### src/rtl/pw_pkg.sv
package pw_pkg;
  typedef enum logic [1:0] {
    SEQ_LOCKED = 2'd0,
    SEQ_KEYED  = 2'd1,
    SEQ_VAL    = 2'd2,
    SEQ_INV    = 2'd3
  } seq_state_e;
endpackage

### src/rtl/pw_unlock_fsm.sv
module pw_unlock_fsm
  import pw_pkg::*;
#(
  parameter int unsigned          ADDR_W    = 8,
  parameter int unsigned          DATA_W    = 8,
  parameter logic [DATA_W-1:0]    KEY       = 8'hA5,
  parameter logic [ADDR_W-1:0]    CMD_ADDR  = 8'h00,
  parameter logic [ADDR_W-1:0]    CTRL_ADDR = 8'h01
) (
  input  logic              clk_i,
  input  logic              rst_ni,
  input  logic              wr_i,
  input  logic [ADDR_W-1:0] addr_i,
  input  logic [DATA_W-1:0] wdata_i,
  output logic [DATA_W-1:0] ctrl_o,
  output logic              viol_o
);
  seq_state_e        state_q, state_d;
  logic [DATA_W-1:0] val_q, val_d;
  logic [DATA_W-1:0] ctrl_q;
  logic              load;
  logic              hit_cmd, hit_ctrl;

  assign hit_cmd  = wr_i && (addr_i == CMD_ADDR);
  assign hit_ctrl = wr_i && (addr_i == CTRL_ADDR);

  always_comb begin
    state_d = state_q;
    val_d   = val_q;
    viol_o  = 1'b0;
    load    = 1'b0;
    unique case (state_q)
      SEQ_LOCKED: begin
        if (hit_cmd && (wdata_i == KEY)) state_d = SEQ_KEYED;
        else if (hit_ctrl)               viol_o  = 1'b1;
      end
      SEQ_KEYED: begin
        if (hit_ctrl) begin
          val_d   = wdata_i;
          state_d = SEQ_VAL;
        end else if (wr_i) begin
          viol_o  = 1'b1;
          state_d = SEQ_LOCKED;
        end
      end
      SEQ_VAL: begin
        if (hit_ctrl && (wdata_i == ~val_q)) state_d = SEQ_INV;
        else if (wr_i) begin
          viol_o  = 1'b1;
          state_d = SEQ_LOCKED;
        end
      end
      SEQ_INV: begin
        if (wr_i) begin
          state_d = SEQ_LOCKED;
          if (hit_ctrl && (wdata_i == val_q)) load   = 1'b1;
          else                                viol_o = 1'b1;
        end
      end
      default: state_d = SEQ_LOCKED;
    endcase
  end

  always_ff @(posedge clk_i or negedge rst_ni) begin
    if (!rst_ni) begin
      state_q <= SEQ_LOCKED;
      val_q   <= '0;
      ctrl_q  <= '0;
    end else begin
      state_q <= state_d;
      val_q   <= val_d;
      if (load) ctrl_q <= val_q;
    end
  end

  assign ctrl_o = ctrl_q;

  assert_ctrl_only_final_R3: assert property (@(posedge clk_i) disable iff (!rst_ni)
    (ctrl_q != $past(ctrl_q)) |-> $past(state_q == SEQ_INV && hit_ctrl));
  assert_key_arms_R2: assert property (@(posedge clk_i) disable iff (!rst_ni)
    (state_q == SEQ_LOCKED && hit_cmd && wdata_i == KEY) |=> (state_q == SEQ_KEYED));
  assert_nonkey_stays_locked_R2: assert property (@(posedge clk_i) disable iff (!rst_ni)
    (state_q == SEQ_LOCKED && hit_cmd && wdata_i != KEY) |=> (state_q == SEQ_LOCKED));
  assert_nokey_ctrl_kept_R5: assert property (@(posedge clk_i) disable iff (!rst_ni)
    (state_q == SEQ_LOCKED && hit_ctrl) |=> (ctrl_q == $past(ctrl_q)));
  assert_stray_addr_relocks_R7: assert property (@(posedge clk_i) disable iff (!rst_ni)
    (state_q != SEQ_LOCKED && wr_i && !hit_ctrl) |=> (state_q == SEQ_LOCKED));
endmodule

### src/rtl/pw_status_reg.sv
module pw_status_reg #(
  parameter int unsigned       HW_N      = 2,
  parameter int unsigned       ADDR_W    = 8,
  parameter logic [ADDR_W-1:0] STAT_ADDR = 8'h02,
  localparam int unsigned      STAT_W    = HW_N + 1
) (
  input  logic              clk_i,
  input  logic              rst_ni,
  input  logic              wr_i,
  input  logic [ADDR_W-1:0] addr_i,
  input  logic [STAT_W-1:0] wbits_i,
  input  logic              perr_set_i,
  input  logic [HW_N-1:0]   hw_err_i,
  output logic [STAT_W-1:0] stat_o
);
  logic              hit_stat;
  logic [STAT_W-1:0] set_vec;
  logic [STAT_W-1:0] stat_q;

  assign hit_stat = wr_i && (addr_i == STAT_ADDR);
  assign set_vec  = {hw_err_i, perr_set_i};

  for (genvar i = 0; i < STAT_W; i++) begin : g_bit
    always_ff @(posedge clk_i or negedge rst_ni) begin
      if (!rst_ni)                      stat_q[i] <= 1'b0;
      else if (set_vec[i])              stat_q[i] <= 1'b1;  // set beats clear
      else if (hit_stat && !wbits_i[i]) stat_q[i] <= 1'b0;
    end

    assert_set_wins_R9: assert property (@(posedge clk_i) disable iff (!rst_ni)
      set_vec[i] |=> stat_q[i]);
    assert_clear_by_zero_R8: assert property (@(posedge clk_i) disable iff (!rst_ni)
      $fell(stat_q[i]) |-> $past(hit_stat && !wbits_i[i]));
    assert_one_keeps_R8: assert property (@(posedge clk_i) disable iff (!rst_ni)
      (hit_stat && wbits_i[i] && stat_q[i]) |=> stat_q[i]);
  end

  assign stat_o = stat_q;
endmodule

### src/rtl/pw_read_mux.sv
module pw_read_mux #(
  parameter int unsigned       ADDR_W    = 8,
  parameter int unsigned       DATA_W    = 8,
  parameter int unsigned       STAT_W    = 3,
  parameter logic [ADDR_W-1:0] CTRL_ADDR = 8'h01,
  parameter logic [ADDR_W-1:0] STAT_ADDR = 8'h02
) (
  input  logic [ADDR_W-1:0] rd_addr_i,
  input  logic [DATA_W-1:0] ctrl_i,
  input  logic [STAT_W-1:0] stat_i,
  output logic [DATA_W-1:0] rd_data_o
);
  always_comb begin
    rd_data_o = '0;
    if (rd_addr_i == CTRL_ADDR)      rd_data_o = ctrl_i;
    else if (rd_addr_i == STAT_ADDR) rd_data_o[STAT_W-1:0] = stat_i;
  end
endmodule

### src/rtl/keyed_mode_guard.sv
module keyed_mode_guard #(
  parameter int unsigned       ADDR_W    = 8,
  parameter int unsigned       DATA_W    = 8,
  parameter int unsigned       HW_N      = 2,
  parameter logic [DATA_W-1:0] KEY       = 8'hA5,
  parameter logic [ADDR_W-1:0] CMD_ADDR  = 8'h00,
  parameter logic [ADDR_W-1:0] CTRL_ADDR = 8'h01,
  parameter logic [ADDR_W-1:0] STAT_ADDR = 8'h02
) (
  input  logic              clk_i,
  input  logic              rst_ni,
  input  logic              wr_i,
  input  logic [ADDR_W-1:0] addr_i,
  input  logic [DATA_W-1:0] wdata_i,
  input  logic [HW_N-1:0]   hw_err_i,
  input  logic [ADDR_W-1:0] rd_addr_i,
  output logic [DATA_W-1:0] rd_data_o,
  output logic              mode_o
);
  localparam int unsigned STAT_W = HW_N + 1;

  logic [DATA_W-1:0] ctrl;
  logic [STAT_W-1:0] stat;
  logic              viol;

  pw_unlock_fsm #(
    .ADDR_W(ADDR_W), .DATA_W(DATA_W), .KEY(KEY),
    .CMD_ADDR(CMD_ADDR), .CTRL_ADDR(CTRL_ADDR)
  ) u_fsm (
    .clk_i(clk_i), .rst_ni(rst_ni), .wr_i(wr_i), .addr_i(addr_i),
    .wdata_i(wdata_i), .ctrl_o(ctrl), .viol_o(viol)
  );

  pw_status_reg #(
    .HW_N(HW_N), .ADDR_W(ADDR_W), .STAT_ADDR(STAT_ADDR)
  ) u_stat (
    .clk_i(clk_i), .rst_ni(rst_ni), .wr_i(wr_i), .addr_i(addr_i),
    .wbits_i(wdata_i[STAT_W-1:0]), .perr_set_i(viol), .hw_err_i(hw_err_i),
    .stat_o(stat)
  );

  pw_read_mux #(
    .ADDR_W(ADDR_W), .DATA_W(DATA_W), .STAT_W(STAT_W),
    .CTRL_ADDR(CTRL_ADDR), .STAT_ADDR(STAT_ADDR)
  ) u_rd (
    .rd_addr_i(rd_addr_i), .ctrl_i(ctrl), .stat_i(stat), .rd_data_o(rd_data_o)
  );

  assign mode_o = ctrl[0];

  assert_mode_tracks_ctrl_R10: assert property (@(posedge clk_i) disable iff (!rst_ni)
    (rd_addr_i == CTRL_ADDR) |-> (rd_data_o[0] == mode_o));
endmodule

### config.mk
export PLATFORM = sky130hd
export DESIGN_NAME = keyed_mode_guard
export DESIGN_NICKNAME = d
export VERILOG_FILES = /design/src/rtl/pw_pkg.sv /design/src/rtl/pw_unlock_fsm.sv /design/src/rtl/pw_status_reg.sv /design/src/rtl/pw_read_mux.sv /design/src/rtl/keyed_mode_guard.sv
export SDC_FILE = /design/constraint.sdc
export NUM_CORES = 1
export LEC_CHECK = 0
export BUFFER_PORTS_ARGS = -buffer_cell sky130_fd_sc_hd__buf_2
export CAP_MARGIN = 20
export CORE_ASPECT_RATIO = 0.75
export CORE_MARGIN = 5
export CORE_UTILIZATION = 37
export DETAILED_ROUTE_END_ITERATION = 7
export MAX_ROUTING_LAYER = met4
export SLEW_MARGIN = 20
export SYNTH_ARGS = -nofsm -noshare
export SYNTH_HDL_FRONTEND = slang
export SYNTH_HIERARCHICAL = 1
export SYNTH_SLANG_ARGS = --single-unit
export TNS_END_PERCENT = 30
### constraint.sdc
create_clock -name clk_i -period 1.84 [get_ports clk_i]
set_clock_uncertainty 0.2 [all_clocks]
set_input_delay 0.276 -clock clk_i [delete_from_list [all_inputs] [get_ports clk_i]]
set_output_delay 0.276 -clock clk_i [all_outputs]
set_load 0.02 [all_outputs]
Yosys cells after proc, flatten, opt, wreduce, memory -nomap -nowiden
Index checks and enable logic that the tools add are counted.
Storage, ports and cells
  logic and storage cells: 61
  bits in registers: 21
Cells by class
  mux-type cells: 25
  bitwise logic cells: 1
  reductions and logical operators: 18
  eq/ne operators: 11
Operator list (count)
  equality test 8 x 1 -> 1 bit, second input constant: 2
  equality test 8 x 2 -> 1 bit, second input constant: 2
  equality test 8 bit: 2
  two-way mux 1 bit: 16
  logical AND 1 bit: 9
  equality test 8 bit, second input constant: 1
  logical NOT 8 bit: 1
  two-way mux 2 bit: 4
  NOT 8 bit: 1
  one-hot mux 2 bit (4 select lines): 1
  two-way mux 3 bit: 2
  nonzero test 2 bit: 3
  two-way mux 5 bit: 1
  equality test 2 bit, second input constant: 2
  one-hot mux 1 bit (4 select lines): 1
  logical NOT 1 bit: 3
  equality test 2 x 1 -> 1 bit, second input constant: 1
  logical NOT 2 bit: 1
  inequality test 2 x 1 -> 1 bit, second input constant: 1
  AND reduction 2 bit: 1

Longest topological paths before layout
  depth in word-level cells: 7
  gate-level depth with buffers: 7

Modules after synthesis
Netlist, hierarchy kept.
By module, submodules not included
  pw_unlock_fsm: seq. area each 450.4 µm², times used 1, cells an instance 74, area each 917.1 µm²
  pw_read_mux: seq. area each 0.0 µm², times used 1, cells an instance 22, area each 156.4 µm²
  pw_status_reg: seq. area each 75.1 µm², times used 1, cells an instance 15, area each 143.9 µm²

Worst setup path before layout
OpenSTA, ideal clock, no wires.
  path type: input to output
  start point: in rd_addr_i[5]
  end point: out rd_data_o[0]
  setup slack: -0.354 ns
  arrival time: 1.718 ns
  cell stages on the path: 3
  data required time: 1.364 ns
  cell sequence: or4_4 -> buf_6 -> a2111oi_1
On the way
  cells in the longest elaborated chain, start to end: 3
  elaborated cells on any way between the ends: 4
  classes of those cells: 2 x eq/ne; 2 x mux
RTL lines
  start: declaration: RTL line keyed_mode_guard.sv:16  | input logic [ADDR_W-1:0] rd_addr_i,
  equality test 8 x 2 -> 1 bit: RTL line pw_read_mux.sv:16  | else if (rd_addr_i == STAT_ADDR) rd_data_o[STAT_W-1:0] = stat_i;
  two-way mux 3 bit: RTL line pw_read_mux.sv:16
  two-way mux 3 bit *: RTL line pw_read_mux.sv:15  | if (rd_addr_i == CTRL_ADDR) rd_data_o = ctrl_i;
  end: declaration: RTL line keyed_mode_guard.sv:17  | output logic [DATA_W-1:0] rd_data_o,
Every way passes the cells marked *; elsewhere a longest branch is shown, timed or not.

Worst setup path in the final report
  start point: reg u_fsm.val_q[0]
  end point: reg u_fsm.ctrl_q[5], in the netlist u_fsm/ctrl_o[5]
On the way
  cells in the longest elaborated chain, start to end: 5
RTL lines
  start: declaration: RTL line pw_unlock_fsm.sv:19  | logic [DATA_W-1:0] val_q, val_d;
  start signal: assignment: RTL line pw_unlock_fsm.sv:71  | val_q <= val_d;
  equality test 8 bit: RTL line pw_unlock_fsm.sv:56  | if (hit_ctrl && (wdata_i == val_q)) load = 1'b1;
  logical AND 1 bit: RTL line pw_unlock_fsm.sv:56
  two-way mux 1 bit: RTL line pw_unlock_fsm.sv:56
  two-way mux 1 bit: RTL line pw_unlock_fsm.sv:54  | if (wr_i) begin
  two-way mux 1 bit: RTL line pw_unlock_fsm.sv:32  | unique case (state_q)
  end signal: assignment: RTL line pw_unlock_fsm.sv:72  | if (load) ctrl_q <= val_q;
  end: declaration: RTL line pw_unlock_fsm.sv:20  | logic [DATA_W-1:0] ctrl_q;
Every way passes these cells.
A chain may end at the register's enable or synchronous reset.

==> flow_metrics.env <==
export IMPL_p_leak_nw=0.842
export IMPL_status="finished, violations left"
export IMPL_p_per_area_mw_per_mm2=481
export IMPL_place_congestion=0.855
export IMPL_port_buffers=37
export IMPL_maxSlewViolCount=0
export IMPL_ys_top_cells_by_area="dfrtp_1 43%, mux2_2 15%, xor2_1 5.8%, nand3b_1 4.3%, nor3_1 3.3%"
export IMPL_postSynthAreaPerCell_um2=11.0
export IMPL_drive_gt1_frac=0.599
export IMPL_antenna_found_initial=0
export IMPL_wire_per_inst_um=16.2
export IMPL_async_reset_ff_frac=1.00
export IMPL_worst_slack_ns=-0.124
export IMPL_numPlacedInstances=211
export IMPL_vias=1149
export IMPL_startpoint_type="flop"
export IMPL_cts_clk_slew_worst_paths_ns=0.08
export IMPL_grt_pass1_vias=1293
export IMPL_worst_pin_slew_ns=0.481
export IMPL_die_width_um=76.2
export IMPL_finalCritPeriodShare=1.07
export IMPL_synth_cells=111
export IMPL_synth_edf_count=0
export IMPL_synth_top_area_share=0.432
export IMPL_crit_required_ns=1.79
export IMPL_failed_checks="negative setup slack"
export IMPL_numCtsBuffers=3
export IMPL_die_area_mm2=0.00455
export IMPL_track_usage=0.172
export IMPL_place_ws_ns=-0.292
export IMPL_cts_path_max_buffers=2
export IMPL_ant_nets=0
export IMPL_hold_violations=0
export IMPL_insertion_delay_ns=0.26
export IMPL_drv_cap=0
export IMPL_fill_cells=279
export IMPL_cts_tree="done"
export IMPL_io_pins=38
export IMPL_syn_area_mm2=0.00122
export IMPL_stdcell_count=217
export IMPL_grt_pass1_wl_mm=6.10
export IMPL_start_util=0.378
export IMPL_path_max_fanout=8
export IMPL_slew_headroom=0.679
export IMPL_layout_nets=207
export IMPL_synth_nets=140
export IMPL_htree_levels=1
export IMPL_drtIter0Drc=50
export IMPL_final_util=0.587
export IMPL_arrival_ns=1.91
export IMPL_fin_crit_ns=1.96
export IMPL_dr_pass1_iters=4
export IMPL_endpoint_kind="flop"
export IMPL_total_power_uw=909
export IMPL_hpwl_mm=2.68
export IMPL_diodes=0
export IMPL_root_buffer="clkbuf_8"
export IMPL_clock_fmax_mhz=509
export IMPL_grt_start_max_net_pins=22
export IMPL_vias_per_cell=5.29
export IMPL_drt_total_wl_mm=3.52
export IMPL_setup_viol=15
export IMPL_die_h_um=59.7
export IMPL_yosysUniqueCellTypes=31
export IMPL_ys_seq_area_frac=0.432
export IMPL_synth_seq_cells=21
export IMPL_synth_top_area_cell="dfrtp_1"
export IMPL_core_mm2=0.00322
export IMPL_setup_tns_ns=-1.29
export IMPL_critPathKind="flop to flop"
export IMPL_rsz0062_at_grt="yes"
export IMPL_syn2layout_area_growth_pct=55.4
export IMPL_route_detailed_drc=0
export IMPL_hold_path_class="input pin to flop"
export IMPL_grt_ovfl_total=0
export IMPL_synth_ff_type="dfrtp_1"
export IMPL_ys_warn_count=6
export IMPL_row_count=18
export IMPL_cts_num_sinks=21
export IMPL_ir_worst_vdd_v=0.000596
## kinds of logic (layout without fill, tap and decap cells)
| group | Yosys count | in the layout | share of synthesized area |
|---|---|---|---|
| simple gates | 46 | 46 | 0.249 |
| buf+inv | 7 | 73 | 0.0277 |
| xor+xnor | 9 | 9 | 0.0648 |
| mux | 17 | 17 | 0.156 |
| compound gates | 11 | 11 | 0.0709 |
| flops | 21 | 21 | 0.432 |
## critical path, cell delays in order, from the launching register on
cell and delay, ns:
dfrtp_1 0.43, xor2_2 0.20, nor4_4 0.30, nand3_1 0.15, nor2_4 0.13, buf_12 0.14, mux2_4 0.30
## cell usage after synthesis, drive strengths merged (2+ instances only)
cell type,number
o21ai,2
nor4,2
dfrtp,21
mux2,16
and3,2
nor4bb,2
inv,6
xor2,8
a31oi,4
or4b,2
nand4,5
nand2,2
nor2,9
nand3b,7
nor3,9
a2111oi,3
## report_power, final
| group | internal, mW | switching (mW) |
|---|---|---|
| logic | 0.0639 | 0.0717 |
| clock network | 0.153 | 0.156 |
| registers | 0.464 | 0.00182 |
## stage by stage
stage          area, um2  hold slack [ns]
3_5_place_dp        1640           0.0727
2_1_floorplan       1230           -0.220
4_1_cts             1790           0.0766
6_report            1890           0.0846
3_3_place_gp        1640           0.0609
5_1_grt             1890           0.0817
## registers in the layout, indices dropped and copies added, names as in the netlist
name and flops:
u_fsm/val_q 8, u_fsm/ctrl_o 8, u_stat/stat_o 3, u_fsm/state_q 2
## what timing repair did
action / 4_1_cts / 5_1_grt
cloned: 0 / 0
endpoints found under the setup margin: 17 / 17
hold buffers: 1 / 0
resized for setup: 14 / 19
endpoints found under the hold margin: 21 / 0
buffers inserted: 2 / 0
pin swaps: 8 / 4
## path summary, 6_finish.rpt
kind | startpoint | to | slack [ns] | cells past startpoint
worst max register to register | u_fsm/val_q[0]$_DFFE_PN0P_ | u_fsm/ctrl_o[5]$_DFFE_PN0P_ | -0.12 | 6
worst min register to register | u_fsm/ctrl_o[4]$_DFFE_PN0P_ | u_fsm/ctrl_o[4]$_DFFE_PN0P_ | 0.32 | 1
worst min-delay path | wr_i | u_fsm/state_q[0]$_DFFE_PN0P_ | 0.08 | 2
max in group asynchronous | rst_ni | u_fsm/val_q[2]$_DFFE_PN0P_ | 0.81 | 2
worst max-delay path | u_fsm/val_q[0]$_DFFE_PN0P_ | u_fsm/ctrl_o[5]$_DFFE_PN0P_ | -0.12 | 6
min in group asynchronous | rst_ni | u_fsm/val_q[6]$_DFFE_PN0P_ | 0.30 | 2
## cell type report
class	count	area [um2]	area share
clock buffers	3	41.3	0.0218
clock inverters	1	7.51	0.00397
inverters	6	22.5	0.0119
multi-input cells	83	832	0.440
flip-flops and latches	21	526	0.278
well taps	40	50.0	0.0265
repair buffers	63	413	0.218
## cells in the final DEF, fill, tap and decap left out, types with 2 or more instances in the layout
| cell type | n |
|---|---|
| o21ai_0 | 2 |
| a2111oi_4 | 2 |
| xor2_1 | 3 |
| nor2_1 | 7 |
| buf_4 | 31 |
| clkbuf_8 | 3 |
| xor2_2 | 5 |
| mux2_4 | 8 |
| dfrtp_1 | 21 |
| nor3_2 | 8 |
| buf_2 | 30 |
| nor4bb_1 | 2 |
| nand2_1 | 2 |
| inv_1 | 6 |
| a31oi_1 | 3 |
| mux2_2 | 8 |
| and3_1 | 2 |
| nand3b_1 | 7 |
| nand4_1 | 5 |
## routing by layer
metal / vias up / global-route usage / share of wire
met4: 0 / 0.0175 / 0
met1: 571 / 0.208 / 0.45
met2: 32 / 0.300 / 0.49
met5: - / - / 0
met3: 0 / 0.0482 / 0.054
li1: 546 / - / -
No activity file was read; power rests on OpenSTA's default activity.
